$ cat src/rtl/dwc_pkg.sv
package dwc_pkg;
  typedef enum logic [1:0] {
    SEL_BASE = 2'd0,
    SEL_CUR  = 2'd1,
    SEL_STAT = 2'd2,
    SEL_NONE = 2'd3
  } reg_sel_e;
endpackage

$ cat src/rtl/dwc_rst_sync.sv
module dwc_rst_sync #(
  parameter int STAGES = 2
) (
  input  logic clk,
  input  logic rst_n,
  output logic rst_n_s
);
  logic [STAGES-1:0] sh_q;

  always_ff @(posedge clk or negedge rst_n) begin
    if (!rst_n) sh_q <= '0;
    else        sh_q <= {sh_q[STAGES-2:0], 1'b1};
  end

  assign rst_n_s = sh_q[STAGES-1];
endmodule

$ cat src/rtl/dwc_count_core.sv
module dwc_count_core #(
  parameter int CNT_W = 16
) (
  input  logic             clk,
  input  logic             rst_n,
  input  logic             enable,
  input  logic             xfer,
  input  logic             ld_base,
  input  logic             ld_cur,
  input  logic [CNT_W-1:0] wdata,
  output logic [CNT_W-1:0] base_q,
  output logic [CNT_W-1:0] cur_q,
  output logic             wrap
);
  localparam logic [CNT_W-1:0] ONE = CNT_W'(1);

  logic             step;
  logic             cur_zero;
  logic             base_en;
  logic             curw_en;
  logic             cur_en;
  logic [CNT_W-1:0] base_d;
  logic [CNT_W-1:0] cur_d;

  always_comb begin
    step     = enable & xfer;
    cur_zero = (cur_q == '0);
    wrap     = step & cur_zero;
    base_en  = ld_base & ~enable;
    curw_en  = ld_cur & ~enable;
    cur_en   = base_en | curw_en | step;
    base_d   = wdata;
    if (base_en | curw_en) cur_d = wdata;
    else if (wrap)         cur_d = base_q;
    else                   cur_d = cur_q - ONE;
  end

  always_ff @(posedge clk or negedge rst_n) begin
    if (!rst_n)       base_q <= '0;
    else if (base_en) base_q <= base_d;
  end

  always_ff @(posedge clk or negedge rst_n) begin
    if (!rst_n)      cur_q <= '0;
    else if (cur_en) cur_q <= cur_d;
  end

  // an enabled strobe lowers a nonzero count by one
  p_decrement_r4: assert property (@(posedge clk) disable iff (!rst_n)
    (enable && xfer && cur_q != '0) |=> (cur_q == $past(cur_q) - ONE));

  // with no strobe and no write the count holds
  p_freeze_r4: assert property (@(posedge clk) disable iff (!rst_n)
    (!(enable && xfer) && !((ld_base || ld_cur) && !enable)) |=> $stable(cur_q));

  // a strobe at zero reloads from base
  p_reload_r5: assert property (@(posedge clk) disable iff (!rst_n)
    (enable && xfer && cur_q == '0) |=> (cur_q == $past(base_q)));

  // base never changes while enabled
  p_base_gated_r3: assert property (@(posedge clk) disable iff (!rst_n)
    enable |=> $stable(base_q));

  // a base load copies into current
  p_base_copy_r2: assert property (@(posedge clk) disable iff (!rst_n)
    (ld_base && !enable) |=> (cur_q == base_q));
endmodule

$ cat src/rtl/dwc_irq_flag.sv
module dwc_irq_flag (
  input  logic clk,
  input  logic rst_n,
  input  logic set,
  input  logic clr,
  output logic flag_q
);
  logic en;
  logic d;

  always_comb begin
    en = set | clr;
    d  = set;
  end

  always_ff @(posedge clk or negedge rst_n) begin
    if (!rst_n)  flag_q <= 1'b0;
    else if (en) flag_q <= d;
  end

  // set stays set unless cleared
  p_sticky_r8: assert property (@(posedge clk) disable iff (!rst_n)
    (flag_q && !clr) |=> flag_q);

  // set wins over a coincident clear
  p_set_wins_r8: assert property (@(posedge clk) disable iff (!rst_n)
    set |=> flag_q);

  // clear without set drops the flag
  p_clear_r8: assert property (@(posedge clk) disable iff (!rst_n)
    (clr && !set) |=> !flag_q);
endmodule

$ cat src/rtl/dma_wrap_counter.sv
module dma_wrap_counter #(
  parameter int CNT_W      = 16,
  parameter int RST_STAGES = 2
) (
  input  logic             clk,
  input  logic             rst_n,
  input  logic             enable,
  input  logic             xfer,
  input  logic             reg_wr,
  input  logic [1:0]       reg_addr,
  input  logic [CNT_W-1:0] reg_wdata,
  output logic [CNT_W-1:0] reg_rdata,
  output logic             irq
);
  import dwc_pkg::*;

  logic             rst_n_s;
  logic             ld_base;
  logic             ld_cur;
  logic             irq_clr;
  logic             wrap;
  logic [CNT_W-1:0] base_q;
  logic [CNT_W-1:0] cur_q;
  reg_sel_e         sel;

  dwc_rst_sync #(.STAGES(RST_STAGES)) u_rst (
    .clk     (clk),
    .rst_n   (rst_n),
    .rst_n_s (rst_n_s)
  );

  always_comb begin
    sel     = reg_sel_e'(reg_addr);
    ld_base = reg_wr & (sel == SEL_BASE);
    ld_cur  = reg_wr & (sel == SEL_CUR);
    irq_clr = reg_wr & (sel == SEL_STAT) & reg_wdata[0];
  end

  dwc_count_core #(.CNT_W(CNT_W)) u_core (
    .clk     (clk),
    .rst_n   (rst_n_s),
    .enable  (enable),
    .xfer    (xfer),
    .ld_base (ld_base),
    .ld_cur  (ld_cur),
    .wdata   (reg_wdata),
    .base_q  (base_q),
    .cur_q   (cur_q),
    .wrap    (wrap)
  );

  dwc_irq_flag u_irq (
    .clk    (clk),
    .rst_n  (rst_n_s),
    .set    (wrap),
    .clr    (irq_clr),
    .flag_q (irq)
  );

  always_comb begin
    unique case (sel)
      SEL_BASE: reg_rdata = base_q;
      SEL_CUR:  reg_rdata = cur_q;
      SEL_STAT: reg_rdata = {{(CNT_W-1){1'b0}}, irq};
      default:  reg_rdata = '0;
    endcase
  end

  // a wrap raises the interrupt and lands the count on base
  p_wrap_irq_r5: assert property (@(posedge clk) disable iff (!rst_n_s)
    (enable && xfer && cur_q == '0) |=> (irq && cur_q == base_q));

  // a count write while enabled changes nothing
  p_wr_ignored_r3: assert property (@(posedge clk) disable iff (!rst_n_s)
    (enable && reg_wr && reg_addr != 2'd2 && !xfer) |=> $stable(cur_q));
endmodule

$ cat config.mk
export PLATFORM = sky130hd
export DESIGN_NAME = dma_wrap_counter
export DESIGN_NICKNAME = d
export VERILOG_FILES = /design/src/rtl/dwc_pkg.sv /design/src/rtl/dwc_rst_sync.sv /design/src/rtl/dwc_count_core.sv /design/src/rtl/dwc_irq_flag.sv /design/src/rtl/dma_wrap_counter.sv
export SDC_FILE = /design/constraint.sdc
export NUM_CORES = 1
export LEC_CHECK = 0
export BUFFER_PORTS_ARGS = -buffer_cell sky130_fd_sc_hd__buf_2
export CAP_MARGIN = 20
export CORE_AREA = 4 4 81 83
export CTS_CLUSTER_SIZE = 25
export DETAILED_ROUTE_END_ITERATION = 6
export DIE_AREA = 0 0 85 87
export GPL_TIMING_DRIVEN = 0
export PLACE_DENSITY = 0.69
export SLEW_MARGIN = 5
export SYNTH_ARGS = -nofsm -noshare
export SYNTH_HDL_FRONTEND = slang
export SYNTH_SLANG_ARGS = --single-unit
export TNS_END_PERCENT = 1
$ cat constraint.sdc
create_clock -name clk -period 1.58 [get_ports clk]
set_clock_uncertainty 0.15 [all_clocks]
set_input_delay 0.158 -clock clk [delete_from_list [all_inputs] [get_ports clk]]
set_output_delay 0.158 -clock clk [all_outputs]
set_load 0.005 [all_outputs]
==> impl_metrics.ini <==
[timing]
grt_setup_unrepaired = yes
setup_tns_ns = -4.20
finalMaxSlewViolations = 0
min_period_ns = 1.92
final-hold-violation-count = 0
slew_headroom_pct = 50.2
max_freq_mhz = 520
worst_slew_pin_slew_ns = 0.747
timing.final.crit_share_pct = 122
setup_viol = 17
timing.hold.ws_ns = 0.0253
final.setup.worst_slack_ns = -0.344

[power]
power_density_nw_per_um2 = 1180
power.ir.vdd_worst_v = 0.000626
power_consumption_mw = 3.60
p_leak_nw = 1.38

[routing]
detail_route.drc_violations = 0
drt_iter0_markers = 151
ant_nets = 0
viasPerCell = 5.57
dr_total_vias = 2094
wl_per_cell_microns = 17.3
drtPass1Iterations = 4
drt_total_wl_mm = 6.52

[logic_synthesis]
count_of_state_elements_after_synthesis = 35
yosysUniqueCellTypes = 46
netlist_instances = 223
total_nets_after_synthesis = 248
postSynth.topFlopCell = sky130_fd_sc_hd__dfrtp_1
synth-edff-count = 0
postSynthAreaPerCell_sq_um = 10.2
synthesis.yosys.warnings = 0
mappedNetlistArea_sq_um = 2270
asyncSetResetFlopFracSynth_pct = 100
synth-seq-area-share_pct = 38.5

[final_layout]
antenna_cells_inserted = 0
area_added_between_synthesis_and_finish_pct = 34.1
mostFrequentLayoutCells = sky130_fd_sc_hd__buf_2, sky130_fd_sc_hd__dfrtp_1, sky130_fd_sc_hd__nor2_1, sky130_fd_sc_hd__mux2i_1, sky130_fd_sc_hd__mux2_2
fin_cells = 376
post_route_cells_drive_above_1_share_pct = 36.5
layout_commonest_cell = sky130_fd_sc_hd__buf_2
final_nets = 325

[global_route]
track_usage_pct = 18.4
grt_antenna_before_repair = 0
maximum_number_of_pins_on_one_net_before_global_route_repair = 34
first_pass_grt_wire_length_mm = 10.7
grt_overflow_total = 0
grt_pass1_vias = 2096

[place]
buffers_added_on_ports = 38
pre_cts_ws_ns = -0.733
place.gp.congestion = 0.861
hpwlAfterDp_mm = 4.22
dp_cells = 336

[clock_network]
clkTransAtPathRegs_ns = 0.07
worstSkewPairLatency_ns = 0.29
cts.sink_count = 35
cts-buffers-inserted = 5
cts_tree = yes
htree_levels = 2
cts.root.buffer_cell = sky130_fd_sc_hd__clkbuf_8
cts_buffer_depth = 2

[die]
fp.coreArea_sq_um = 5850
fp.dieW_microns = 85
num_io_pins = 40
die-area_sq_um = 7400
row_count = 28
starting_density_pct = 38.9
die_height_microns = 87

[critical_path]
timing.setup.critical_path_class = reg -> reg
worstPathRequired_ns = 1.60
maximum_fanout_encountered_on_the_critical_timing_path = 4
worst_ep_arrival_time_ns = 1.95
timing.critical_path.from_type = flop
endpoint_kind = flop

[run]
maxCapViolations = 0

[outcome]
result_of_the_run = finished, violations left
failing_checks = setup timing

[worst_hold_path]
hold_path.class = in -> async
[critical path: stages, from the launching register on]
cell                        delay [ns]
sky130_fd_sc_hd__dfrtp_2          0.43
sky130_fd_sc_hd__inv_2            0.10
sky130_fd_sc_hd__ha_4             0.15
sky130_fd_sc_hd__or4b_4           0.50
sky130_fd_sc_hd__o2bb2ai_2        0.14
sky130_fd_sc_hd__a21oi_2          0.06
sky130_fd_sc_hd__a221o_1          0.28
[metal layers]
layer,vias up,routed length (microns),GRT usage (%)
li1,987,-,-
met1,1028,2900,24.6
met2,67,3140,29.9
met3,12,369,3.31
met4,0,107,6.19
met5,-,0,0
[synth_stat cells, types with 2 or more instances]
cell type,count,share of area [%]
sky130_fd_sc_hd__nor4_4,2,1.9
sky130_fd_sc_hd__o21ai_1,3,0.66
sky130_fd_sc_hd__o211ai_1,5,1.7
sky130_fd_sc_hd__buf_2,4,0.88
sky130_fd_sc_hd__mux2i_1,21,9.2
sky130_fd_sc_hd__nand4b_1,3,1.2
sky130_fd_sc_hd__buf_6,2,0.99
sky130_fd_sc_hd__a21boi_0,4,1.3
sky130_fd_sc_hd__and3_1,6,1.7
sky130_fd_sc_hd__nor2_1,22,3.6
sky130_fd_sc_hd__o31ai_1,4,1.3
sky130_fd_sc_hd__clkbuf_1,6,0.99
sky130_fd_sc_hd__nand2_1,7,1.2
sky130_fd_sc_hd__a22oi_1,3,0.99
sky130_fd_sc_hd__nand3b_1,2,0.66
sky130_fd_sc_hd__a21oi_1,8,1.8
sky130_fd_sc_hd__nor3b_1,2,0.66
sky130_fd_sc_hd__o21ai_0,7,1.5
sky130_fd_sc_hd__nand3_1,2,0.44
sky130_fd_sc_hd__a41oi_1,5,1.9
sky130_fd_sc_hd__nand4_1,6,1.7
sky130_fd_sc_hd__dfrtp_1,35,39
sky130_fd_sc_hd__and2_1,2,0.55
sky130_fd_sc_hd__ha_1,2,1.1
sky130_fd_sc_hd__inv_1,4,0.66
sky130_fd_sc_hd__xor2_1,11,4.2
sky130_fd_sc_hd__mux2_2,20,9.9
sky130_fd_sc_hd__nor3_1,7,1.5
[power breakdown]
part           internal [mW]  switching (mW)  total (mW)
Combinational          0.787           0.663        1.45
Clock                  0.398           0.325       0.723
Sequential              1.11           0.309        1.42
[final cells by class]
class / count / area (sq um)
clock buffer: 8 / 100
tap: 75 / 93.8
buffer: 13 / 87.6
fill: 530 / 2800
inverter: 4 / 15.0
multi-input combinational: 171 / 1380
sequential: 35 / 882
timing repair buffer: 70 / 493
[sequential cells by signal, summed over array words and instances, names as in the netlist]
register,count
u_core.base_q,16
u_core.cur_q,16
u_irq.flag_q,1
u_rst.sh_q,2
[through the flow]
stage | util (%) | instance area (sq um)
2_1_floorplan | - | 2300
4_1_cts | 51.9 | 3040
3_5_place_dp | 44.2 | 2590
3_3_place_gp | 44.2 | 2590
5_1_grt | 52.1 | 3050
6_report | 52.1 | 3050
[repair_timing]
action,in CTS,in global routing
pin swaps,6,3
buffers inserted,15,0
setup endpoints to repair,38,27
hold buffers,17,0
hold endpoints to repair,29,0
gates resized for setup,21,3
[logic make-up (layout without fill, tap and decap cells)]
logic type / Yosys count / after routing / synth area share (%)
mux: 41 / 41 / 19.2
simple gates: 70 / 70 / 19.2
fa+ha+maj: 2 / 2 / 1.10
buf+inv: 17 / 95 / 3.69
xor+xnor: 11 / 11 / 4.24
flops: 35 / 35 / 38.5
compound gates: 46 / 46 / 13.9
other cells: 1 / 1 / 0.165
[final timing paths]
check | from | endpoint | slack [ns] | cells past startpoint
max in group asynchronous | u_rst.sh_q[1]$_DFF_PN0_ | u_core.cur_q[0]$_DFFE_PN0P_ | 0.56 | 0
worst max-delay path | u_core.cur_q[0]$_DFFE_PN0P_ | u_core.cur_q[13]$_DFFE_PN0P_ | -0.34 | 6
min in group clk | reg_wr | u_irq.flag_q$_DFFE_PN0P_ | 0.10 | 4
worst min-delay path | rst_n | u_rst.sh_q[1]$_DFF_PN0_ | 0.03 | 2
worst min register to register | u_rst.sh_q[1]$_DFF_PN0_ | u_core.cur_q[7]$_DFFE_PN0P_ | 0.19 | 0
worst max register to register | u_core.cur_q[0]$_DFFE_PN0P_ | u_core.cur_q[13]$_DFFE_PN0P_ | -0.34 | 6
No activity file was read; power rests on OpenSTA's default activity.
